[src/rtl/tod_pkg.sv]
package tod_pkg;
  localparam int WORD_W = 32;
  localparam int FRAC_W = 32;
  localparam int INC_W  = 64;
  localparam int TIME_W = 64;
  localparam int SPD_W  = 3;

  typedef enum logic [SPD_W-1:0] {
    SPD_NONE = 3'd0,
    SPD_100M = 3'd1,
    SPD_1G   = 3'd2,
    SPD_10G  = 3'd3,
    SPD_40G  = 3'd4
  } speed_e;

  typedef enum logic [1:0] {
    A_TIME_LO = 2'd0,
    A_TIME_HI = 2'd1,
    A_INC_LO  = 2'd2,
    A_INC_HI  = 2'd3
  } addr_e;

  localparam logic [INC_W-1:0] INC_1P6 = 64'h0000_0001_9999_9999;
  localparam logic [INC_W-1:0] INC_3P2 = 64'h0000_0003_3333_3333;
  localparam logic [INC_W-1:0] INC_32  = 64'h0000_0020_0000_0000;

  // Default per-tick increment for a given link speed code.
  function automatic logic [INC_W-1:0] default_inc(input logic [SPD_W-1:0] spd);
    case (spd)
      SPD_100M: default_inc = '0;
      SPD_1G:   default_inc = INC_32;
      SPD_10G:  default_inc = INC_3P2;
      default:  default_inc = INC_1P6;
    endcase
  endfunction
endpackage

[src/rtl/tod_inc_sel.sv]
module tod_inc_sel
  import tod_pkg::*;
#(
  parameter int IW = INC_W,
  parameter int SW = SPD_W
) (
  input  logic          clk,
  input  logic          rst_n,
  input  logic [SW-1:0] link_speed,
  input  logic          inc_load,
  input  logic [IW-1:0] inc_val,
  output logic [IW-1:0] active_inc
);
  logic [SW-1:0] speed_q;
  logic          ovr_q;
  logic          speed_chg;
  logic [IW-1:0] dflt;

  assign dflt      = default_inc(link_speed);
  assign speed_chg = (link_speed != speed_q);

  // Software write wins; otherwise a speed change or no override
  // leaves the increment tracking the default.
  always_ff @(posedge clk) begin
    if (!rst_n) begin
      active_inc <= '0;
      ovr_q      <= 1'b0;
      speed_q    <= '0;
    end else begin
      speed_q <= link_speed;
      if (inc_load) begin
        active_inc <= inc_val;
        ovr_q      <= 1'b1;
      end else if (speed_chg || !ovr_q) begin
        active_inc <= dflt;
        ovr_q      <= 1'b0;
      end
    end
  end

  // an increment write is active after its edge
  assert_inc_write_R9: assert property (@(posedge clk) disable iff (!rst_n)
    inc_load |=> active_inc == $past(inc_val));

  // a speed change without a write reloads the default
  assert_speed_reload_R10: assert property (@(posedge clk) disable iff (!rst_n)
    (!inc_load && speed_chg) |=> active_inc == default_inc($past(link_speed)));
endmodule

[src/rtl/tod_accum.sv]
module tod_accum
  import tod_pkg::*;
#(
  parameter int TW = TIME_W,
  parameter int IW = INC_W,
  parameter int FW = FRAC_W
) (
  input  logic          clk,
  input  logic          rst_n,
  input  logic          en,
  input  logic [IW-1:0] inc,
  input  logic          load,
  input  logic [TW-1:0] load_val,
  output logic [TW-1:0] ns
);
  localparam int IPW = IW - FW;

  logic [FW-1:0]  frac_q;
  logic [FW:0]    frac_sum;
  logic [IPW-1:0] inc_int;
  logic [TW-1:0]  ns_next;

  assign inc_int  = inc[IW-1:FW];
  assign frac_sum = {1'b0, frac_q} + {1'b0, inc[FW-1:0]};
  assign ns_next  = ns + {{(TW-IPW){1'b0}}, inc_int} + {{(TW-1){1'b0}}, frac_sum[FW]};

  always_ff @(posedge clk) begin
    if (!rst_n) begin
      ns     <= '0;
      frac_q <= '0;
    end else if (load) begin
      ns     <= load_val;
      frac_q <= '0;
    end else if (en) begin
      ns     <= ns_next;
      frac_q <= frac_sum[FW-1:0];
    end
  end

  // no advance when disabled or with a zero increment
  assert_hold_R3: assert property (@(posedge clk) disable iff (!rst_n)
    (!load && (!en || inc == '0)) |=> ns == $past(ns));

  // a load sets the time and clears the fraction
  assert_load_R8: assert property (@(posedge clk) disable iff (!rst_n)
    load |=> (ns == $past(load_val)) && (frac_q == '0));

  // the count never moves backwards while ticking
  assert_advance_R2: assert property (@(posedge clk) disable iff (!rst_n)
    (en && !load) |=> ns >= $past(ns));
endmodule

[src/rtl/tod_regif.sv]
module tod_regif
  import tod_pkg::*;
#(
  parameter int WW = WORD_W,
  parameter int TW = TIME_W,
  parameter int IW = INC_W
) (
  input  logic          clk,
  input  logic          rst_n,
  input  logic          reg_wr,
  input  logic          reg_rd,
  input  logic [1:0]    reg_addr,
  input  logic [WW-1:0] reg_wdata,
  output logic [WW-1:0] reg_rdata,
  input  logic [TW-1:0] time_ns,
  input  logic [IW-1:0] active_inc,
  output logic          time_load,
  output logic [TW-1:0] time_val,
  output logic          inc_load,
  output logic [IW-1:0] inc_val
);
  logic [WW-1:0] time_lo_stg;
  logic [WW-1:0] inc_lo_stg;
  logic [TW-1:0] snap_q;

  // High-word writes commit the staged low word together with the new high word.
  assign time_load = reg_wr && (reg_addr == A_TIME_HI);
  assign inc_load  = reg_wr && (reg_addr == A_INC_HI);
  assign time_val  = {reg_wdata, time_lo_stg};
  assign inc_val   = {reg_wdata, inc_lo_stg};

  always_ff @(posedge clk) begin
    if (!rst_n) begin
      time_lo_stg <= '0;
      inc_lo_stg  <= '0;
    end else if (reg_wr) begin
      if (reg_addr == A_TIME_LO) time_lo_stg <= reg_wdata;
      if (reg_addr == A_INC_LO)  inc_lo_stg  <= reg_wdata;
    end
  end

  always_ff @(posedge clk) begin
    if (!rst_n) begin
      snap_q    <= '0;
      reg_rdata <= '0;
    end else if (reg_rd) begin
      case (reg_addr)
        A_TIME_LO: begin
          snap_q    <= time_ns;
          reg_rdata <= time_ns[WW-1:0];
        end
        A_TIME_HI: reg_rdata <= snap_q[TW-1:TW-WW];
        A_INC_LO:  reg_rdata <= active_inc[WW-1:0];
        default:   reg_rdata <= active_inc[IW-1:IW-WW];
      endcase
    end
  end

  // the low read returns the time at the strobe edge
  assert_low_read_R6: assert property (@(posedge clk) disable iff (!rst_n)
    (reg_rd && reg_addr == A_TIME_LO) |=> reg_rdata == $past(time_ns[WW-1:0]));

  // the high read returns the captured upper half
  assert_high_read_R6: assert property (@(posedge clk) disable iff (!rst_n)
    (reg_rd && reg_addr == A_TIME_HI) |=> reg_rdata == $past(snap_q[TW-1:TW-WW]));

  // the data word holds when no read is issued
  assert_rdata_hold_R11: assert property (@(posedge clk) disable iff (!rst_n)
    !reg_rd |=> $stable(reg_rdata));
endmodule

[src/rtl/tod_frac_clock.sv]
module tod_frac_clock
  import tod_pkg::*;
(
  input  logic              clk,
  input  logic              rst_n,
  input  logic              sync_en,
  input  logic [SPD_W-1:0]  link_speed,
  input  logic              reg_wr,
  input  logic              reg_rd,
  input  logic [1:0]        reg_addr,
  input  logic [WORD_W-1:0] reg_wdata,
  output logic [WORD_W-1:0] reg_rdata,
  output logic [TIME_W-1:0] time_now
);
  logic              time_load;
  logic [TIME_W-1:0] time_val;
  logic              inc_load;
  logic [INC_W-1:0]  inc_val;
  logic [INC_W-1:0]  active_inc;

  tod_regif #(.WW(WORD_W), .TW(TIME_W), .IW(INC_W)) u_regif (
    .clk(clk), .rst_n(rst_n),
    .reg_wr(reg_wr), .reg_rd(reg_rd), .reg_addr(reg_addr),
    .reg_wdata(reg_wdata), .reg_rdata(reg_rdata),
    .time_ns(time_now), .active_inc(active_inc),
    .time_load(time_load), .time_val(time_val),
    .inc_load(inc_load), .inc_val(inc_val)
  );

  tod_inc_sel #(.IW(INC_W), .SW(SPD_W)) u_inc (
    .clk(clk), .rst_n(rst_n), .link_speed(link_speed),
    .inc_load(inc_load), .inc_val(inc_val), .active_inc(active_inc)
  );

  tod_accum #(.TW(TIME_W), .IW(INC_W), .FW(FRAC_W)) u_acc (
    .clk(clk), .rst_n(rst_n), .en(sync_en), .inc(active_inc),
    .load(time_load), .load_val(time_val), .ns(time_now)
  );

  // reset clears the time
  assert_reset_R1: assert property (@(posedge clk) !rst_n |=> time_now == '0);
endmodule

[config.mk]
export PLATFORM = sky130hd
export DESIGN_NAME = tod_frac_clock
export DESIGN_NICKNAME = d
export VERILOG_FILES = /design/src/rtl/tod_pkg.sv /design/src/rtl/tod_inc_sel.sv /design/src/rtl/tod_accum.sv /design/src/rtl/tod_regif.sv /design/src/rtl/tod_frac_clock.sv
export SDC_FILE = /design/constraint.sdc
export NUM_CORES = 1
export LEC_CHECK = 0
export ABC_AREA = 1
export BUFFER_PORTS_ARGS = -buffer_cell sky130_fd_sc_hd__buf_2
export CORE_MARGIN = 4
export CORE_UTILIZATION = 25
export CTS_CLUSTER_DIAMETER = 50
export DETAILED_ROUTE_END_ITERATION = 8
export PLACE_DENSITY = 0.44
export SLEW_MARGIN = 25
export SYNTH_ARGS = -nofsm -noshare
export SYNTH_HDL_FRONTEND = slang
export SYNTH_SLANG_ARGS = --single-unit
[constraint.sdc]
create_clock -name clk -period 3.5 [get_ports clk]
set_clock_uncertainty 0.05 [all_clocks]
set_input_delay 0.35 -clock clk [delete_from_list [all_inputs] [get_ports clk]]
set_output_delay 0.35 -clock clk [all_outputs]
set_load 0.005 [all_outputs]
**Yosys cells after proc, flatten, opt, wreduce, memory -nomap -nowiden**

Index checks and enable logic that the tools add are counted.

- Bits of input ports: 42
- Flip-flop bits (word level): 324
- Word-level logic and storage cells: 39
- Output and inout port bits: 96

- Muxes and demuxes: 8
- Bitwise gates (word level): 1
- Add/subtract/negate cells: 3
- Reductions and logical operators: 11
- Eq/ne operators: 7

Operators with widths:

| kind | count |
|---|---|
| $mux W64 | 4 |
| $pmux W38 S3 | 1 |
| $pmux W32 S3 | 1 |
| $add A64 B1 Y64 | 1 |
| $add A64 B32 Y64 | 1 |
| $add A32 B32 Y33 | 1 |
| $eq A3 B2 Y1 const B | 2 |
| $reduce_and A2 Y1 | 3 |
| $eq A2 B2 Y1 const B | 2 |
| $reduce_bool A2 Y1 | 2 |
| $eq A3 B1 Y1 const B | 1 |
| $ne A3 B3 Y1 | 1 |
| $eq A2 B1 Y1 const B | 1 |
| $logic_and A1 B1 Y1 | 2 |
| $logic_not A2 Y1 | 1 |
| $mux W1 | 2 |
| $reduce_or A2 Y1 | 1 |
| $logic_not A1 Y1 | 1 |
| $logic_or A1 B1 Y1 | 1 |
| $not A1 Y1 | 1 |

**Logic depth before layout (Yosys ltp)**

- Depth in word-level cells: 4
- Mapped depth: 27
- Mapped depth without buffers: 27

**Hierarchy**

A second synthesis with hierarchy kept.

- Cell total of the unflattened synthesis: 2926
- Area, all modules: 18371.4 µm²

Modules (own cells, without submodules):

| module | area an instance (µm²) | times used | sequential area each (µm²) | cells each |
|---|---|---|---|---|
| tod_accum | 9522.9 | 1 | 1921.8 | 1664 |
| tod_regif | 5900.7 | 1 | 2562.5 | 829 |
| tod_inc_sel | 2947.8 | 1 | 1361.3 | 433 |

**Least setup slack after synthesis**

OpenSTA, ideal clock, no wires.

- Path kind: reg-to-reg
- Start point: register u_inc.active_inc[0]
- End point: register u_acc.ns[62]
- Buffers on the path: 0
- Data arrival time: 3.193 ns
- Cell stages (with the launch flop): 28
- Setup slack: 0.148 ns
- Setup time: 0.109 ns
- Data required time: 3.341 ns
- Clock period less this slack: 3.352 ns
- Cell sequence: dfxtp_1 > ha_1 > fa_1 > nand3_1 > nand2_1 > nand2_1 > nand3_1 > nand3_1 > nand2_1 > nand2_1 > nand2_1 > a31oi_1 > fa_1 > fa_1 > inv_1 > nand3_1 > nand3_1 > nand2_1 > nand2_1 > nand2_1 > nand2_1 > nand2_1 > nand3_2 > nand2_1 > nand2_1 > nand3_1 > nand2_1 > inv_1

- Cells in the longest elaborated chain, start to end: 4

RTL lines:

| element | line | RTL |
|---|---|---|
| start: declaration | tod_inc_sel.sv:12 | `output logic [IW-1:0] active_inc` |
| start signal: assignment | tod_inc_sel.sv:32 | `active_inc <= inc_val;` |
| start signal: assignment | tod_inc_sel.sv:35 | `active_inc <= dflt;` |
| $add A32 B32 Y33 | tod_accum.sv:24 | `assign frac_sum = {1'b0, frac_q} + {1'b0, inc[FW-1:0]};` |
| $add A64 B1 Y64 | tod_accum.sv:25 | `assign ns_next = ns + {{(TW-IPW){1'b0}}, inc_int} + {{(TW-1){1'b0}}, frac_sum[FW]};` |
| $mux W64 | tod_accum.sv:34 | `end else if (en) begin` |
| $mux W64 | tod_accum.sv:31 | `end else if (load) begin` |
| end signal: assignment | tod_accum.sv:32 | `ns <= load_val;` |
| end signal: assignment | tod_accum.sv:35 | `ns <= ns_next;` |
| end: declaration | tod_accum.sv:14 | `output logic [TW-1:0] ns` |

Every way passes these cells. The select of a mux whose other input is x is not followed.
A chain may end at the register's enable or synchronous reset.

**Final worst setup path**

- Start point: register u_inc.active_inc[0]
- End point: register u_acc.ns[6]

The elaborated chain is that of the path after synthesis.

==> metrics.md <==
| Metric | Value |
|---|---|
| Largest net degree at the start of global routing | 67 |
| Buffer cell driving the clock tree root | sky130_fd_sc_hd__clkbuf_16 |
| Static Leakage | slightly above 10 nW |
| Synth warnings | 0 |
| Critical Path End | u_acc.ns[6] |
| Worst-case clock buffer depth | 3 |
| Worst voltage drop across the vdd grid | between 300 and 400 uV |
| Mean instance size in the synthesized netlist | ~6.4 um^2 |
| Final setup violating endpoints | 0 |
| Sequential element share of the synthesized area | between 30% and 40% |
| Setup slack of the worst register-to-register path | 0.13 ns |
| Critical R2R Launch | u_inc.active_inc[0] |
| Final-report max-slew violation count | 0 |
| TritonCTS clock tree | done |
| Number of hold-slack violations in the final timing report | 0 |
| Number of clock buffers inserted by TritonCTS | 46 |
| Placeable core region | 68800 um^2 |
| Tcrit/Tclk final | between 90% and 100% |
| Routed length per placed instance | 21.6 um |
| CTS H-tree lvls | 2 |
| Async set-or-reset flop fraction in the synthesized netlist | 0% |
| Pwr per Cell Area | roughly 450 nW/um^2 |
| Total Nets Final | between 3000 and 4000 |
| Kind of end point of the critical path | flop |
| Effective utilization at floorplan | between 20% and 30% |
| Final routed DRC violation total | 0 |
| Hold Crit Start | reg_wdata[29] |
| Crit path launch | u_inc.active_inc[0] |
| Post-synthesis sequential element count | roughly 290 |
| Worst endpoint required time | around 4.0 ns |
| Vias in the first global route | 18000 |
| EDFF count, synth | 0 |
| Max-cap violation count | 0 |
| Total detailed-routing wirelength | ~85000 um |
| Global-route wire length before repair | 122000 um |
| Area fraction in compound gates after synthesis | between 10% and 20% |
| Critical Setup Path Class | reg -> reg |
| Critical path startpoint category | flop |
| Y dimension of the die | 272 um |
| Clock Sink Count | between 200 and 300 |
| Worst hold path cell count | 3 |
| Input/output buffers | between 100 and 150 |
| Share of layout cells above drive strength 1 | between 15 and 20% |
| Worst Max-Slew Pin Slew | about 1.1 ns |
| Number of standard-cell rows in the floorplan | 96 |
| Cells traversed along the worst timing path | ha_4, fa_2, nand3_2, nand2_2, nand2_2, nand3_2, nand3_2, nand2_2, nand2_2, nand2_4, a31oi_4, fa_2, fa_2, inv_2, nand3_2, nand3_2, nand2_1, nand2_2, buf_6, buf_4, xor2_1, nand2_1, a31oi_1 |
| Boundary Pins | roughly 140 |
| Main combinational cell family by area after synthesis | simple AND/OR/NAND/NOR gates |
| Max stage delay cell, worst path | sky130_fd_sc_hd__fa_2 |
| Average vias per placed instance | around 4.9 |
| Shortest clock period the worst path allows after layout | between 3 and 4 ns |
| Global-route congestion overflow total | 0 |
| Number of unique standard cell types used by synthesis | 47 |
| Leading cell type in the layout, fill and taps excluded | sky130_fd_sc_hd__nand2_1 |
| Largest stage delay, worst path | around 0.39 ns |
| Placed Instance Area | 19900 um^2 |
| Unrepaired setup endpoints after global routing | yes |
| Class of the tightest hold or removal check | in -> reg |
| Highest attainable clock frequency | between 200 and 300 MHz |
| Layout overhead on the synthesized area | 27.8% |
| Crit-path max FO | 4 |
| DIE AREA | between 70000 and 80000 um^2 |
| Detailed Place HPWL | about 65000 um |
| XOR/XNOR Fraction of Synth Area | 2.06% |
| Gpl congestion | just under 1 |
| Final cell count without fillers | just under 4000 |
| Slew HR | between 20% and 30% |
| Antenna viol nets, final | 0 |
| Number of instances in the synthesized netlist | 2708 |
| Worst skew pair latency | about 0.60 ns |
| Starting DRT DRC Count | roughly 1700 |
| Placed cell count | about 3800 |
| Initial DRT Pass Iterations | 5 |
| Simple-gate share of the synthesized area | slightly below 30% |
| Post-synthesis mux area share | 0% |
| Total track usage | 22.0% |
| R2r worst-path depth | 23 |
| Adder-cell area share of the yosys netlist | a little under 5% |
| Number of antenna violations at the first check in global routing | 6 |
| Most instantiated flip-flop cell in the synthesis netlist | sky130_fd_sc_hd__dfxtp_1 |
| Number of nets produced by synthesis | roughly 2800 |
| Worst flop-to-flop path endpoint | u_acc.ns[6] |
| Via count of the routed design | about 19000 |
| Final instance area | approximately 22000 um^2 |
| Outcome | complete, no violations |
| Most frequent cells in the layout | 670 x sky130_fd_sc_hd__nand2_1, 352 x sky130_fd_sc_hd__inv_1, 289 x sky130_fd_sc_hd__dfxtp_1 |
| Horiz. Die Dim | roughly 270 um |
| Post-Synthesis Cell Area | around 17000 um^2 |
| Endpoint arrival time on the critical path | 3.84 ns |
| Clock-pin slew of the registers on the worst-case setup and hold paths | approximately 0.06 ns |
-- per-layer routing --
layer | wire length, um | vias to the layer above | global-route usage, %
li1 | - | 9284 | -
met1 | 40100 | 9111 | 31.6
met2 | 36200 | 623 | 33.6
met3 | 5730 | 127 | 3.97
met4 | 2480 | 8 | 6.38
met5 | 44 | - | 0
-- worst min path at each step --
stage / end / slack, ns
2_1_floorplan: u_regif.time_lo_stg[22] / 0.37
3_3_place_gp: u_regif.snap_q[54] / 0.39
4_1_cts: u_inc.active_inc[46] / 0.009
5_1_grt: u_inc.active_inc[56] / 0.04
6_report: u_inc.active_inc[61] / 0.04
3_5_place_dp: u_regif.snap_q[50] / 0.40
-- final cells by class --
cell class	count	area, um^2
Sequential cell	292	5850
Inverter	367	1390
Timing Repair Buffer	299	1990
Multi-Input combinational cell	1937	10200
Clock inverter	24	392
Fill cell	7572	46600
Antenna cell	2	5.00
Clock buffer	60	1320
Tap cell	931	1160
-- where the power goes --
group / internal, W / switching, W
Clock: 0.00328 / 0.00190
Sequential: 0.00348 / 0.000141
Combinational: 0.000410 / 0.000752
Total: 0.00717 / 0.00279
-- critical path: cells and delay by family (launching register included) --
kind	cells	cell delay [ns]
adder cells (fa/ha/maj)	4	1.10
AND/OR/NAND/NOR	13	1.03
flip-flops	1	0.35
buffers and inverters	3	0.27
AO/OA/AOI/OAI	2	0.25
XOR/XNOR	1	0.25
-- timing repair --
item | 4_1_cts | 5_1_grt
buffers inserted | 3 | 5
endpoints found under the hold margin | 7 | 0
pin swaps | 7 | 31
hold buffers | 7 | 0
gates resized for setup | 21 | 91
endpoints found under the setup margin | 53 | 54
-- state kept, by name, indices dropped and copies added, names as in the netlist --
name,flops
u_inc.speed_q,3
u_regif.inc_lo_stg,32
u_regif.time_lo_stg,32
u_regif.reg_rdata,32
u_inc.active_inc,64
u_regif.snap_q,32
u_acc.ns,64
u_acc.frac_q,32
u_inc.ovr_q,1
-- synthesized netlist by cell type, types with 3 or more instances --
cell                       count  share of area [%]
sky130_fd_sc_hd__buf_2        33               0.95
sky130_fd_sc_hd__nand4_1      15               0.54
sky130_fd_sc_hd__o21a_1        3               0.13
sky130_fd_sc_hd__a31oi_1      51                1.8
sky130_fd_sc_hd__a221oi_1     18               0.90
sky130_fd_sc_hd__dfxtp_1     292                 34
sky130_fd_sc_hd__and2_1        4               0.14
sky130_fd_sc_hd__a21o_1        8               0.34
sky130_fd_sc_hd__a21oi_1     263                7.6
sky130_fd_sc_hd__o21ai_0     209                6.0
sky130_fd_sc_hd__nand2_2      27               0.97
sky130_fd_sc_hd__a211oi_1      3               0.13
sky130_fd_sc_hd__buf_6         6               0.39
sky130_fd_sc_hd__ha_1         63                4.5
sky130_fd_sc_hd__o21bai_1     14               0.60
sky130_fd_sc_hd__nand2_1     704                 15
sky130_fd_sc_hd__buf_1         4              0.086
sky130_fd_sc_hd__nor2_4        5               0.32
sky130_fd_sc_hd__o22ai_1      21               0.75
sky130_fd_sc_hd__nor2_2        9               0.32
sky130_fd_sc_hd__buf_4         6               0.26
sky130_fd_sc_hd__inv_1       353                7.6
sky130_fd_sc_hd__a311oi_1      4               0.20
sky130_fd_sc_hd__inv_2        10               0.22
sky130_fd_sc_hd__o211ai_1      8               0.34
sky130_fd_sc_hd__nor3_2        7               0.40
sky130_fd_sc_hd__clkbuf_1     63                1.4
sky130_fd_sc_hd__nor2_1      237                5.1
sky130_fd_sc_hd__xor2_1       35                1.8
sky130_fd_sc_hd__nand3_1     174                5.0
sky130_fd_sc_hd__nor4_1        4               0.14
sky130_fd_sc_hd__fa_1          3               0.34
sky130_fd_sc_hd__nand3_2       4               0.23
sky130_fd_sc_hd__or2_2         6               0.22
sky130_fd_sc_hd__nor3_1       18               0.52
sky130_fd_sc_hd__xnor2_1       6               0.30
-- stage by stage --
stage                     util [%]  power, W  worst slack [ns]  TNS [ns]  hold slack (ns)
after floorplan                  -   0.00422             0.148         0            0.375
final                         32.4   0.00996             0.126         0           0.0429
after global placement        29.0   0.00479            -0.268     -4.59            0.392
after detailed placement      29.0   0.00480            -0.324     -8.26            0.399
after global routing          32.4    0.0103           -0.0559    -0.633           0.0363
after CTS                     31.7    0.0100           0.00190         0          0.00876
-- cell families (layout without fill, tap and decap cells) --
| logic type | count (synthesis) | count (layout) |
|---|---|---|
| flops | 292 | 292 |
| other cells | 0 | 2 |
| xor+xnor | 41 | 41 |
| buf+inv | 479 | 750 |
| fa+ha+maj | 66 | 66 |
| simple gates | 1220 | 1220 |
| compound gates | 610 | 610 |
No activity file was read; power rests on OpenSTA's default activity.
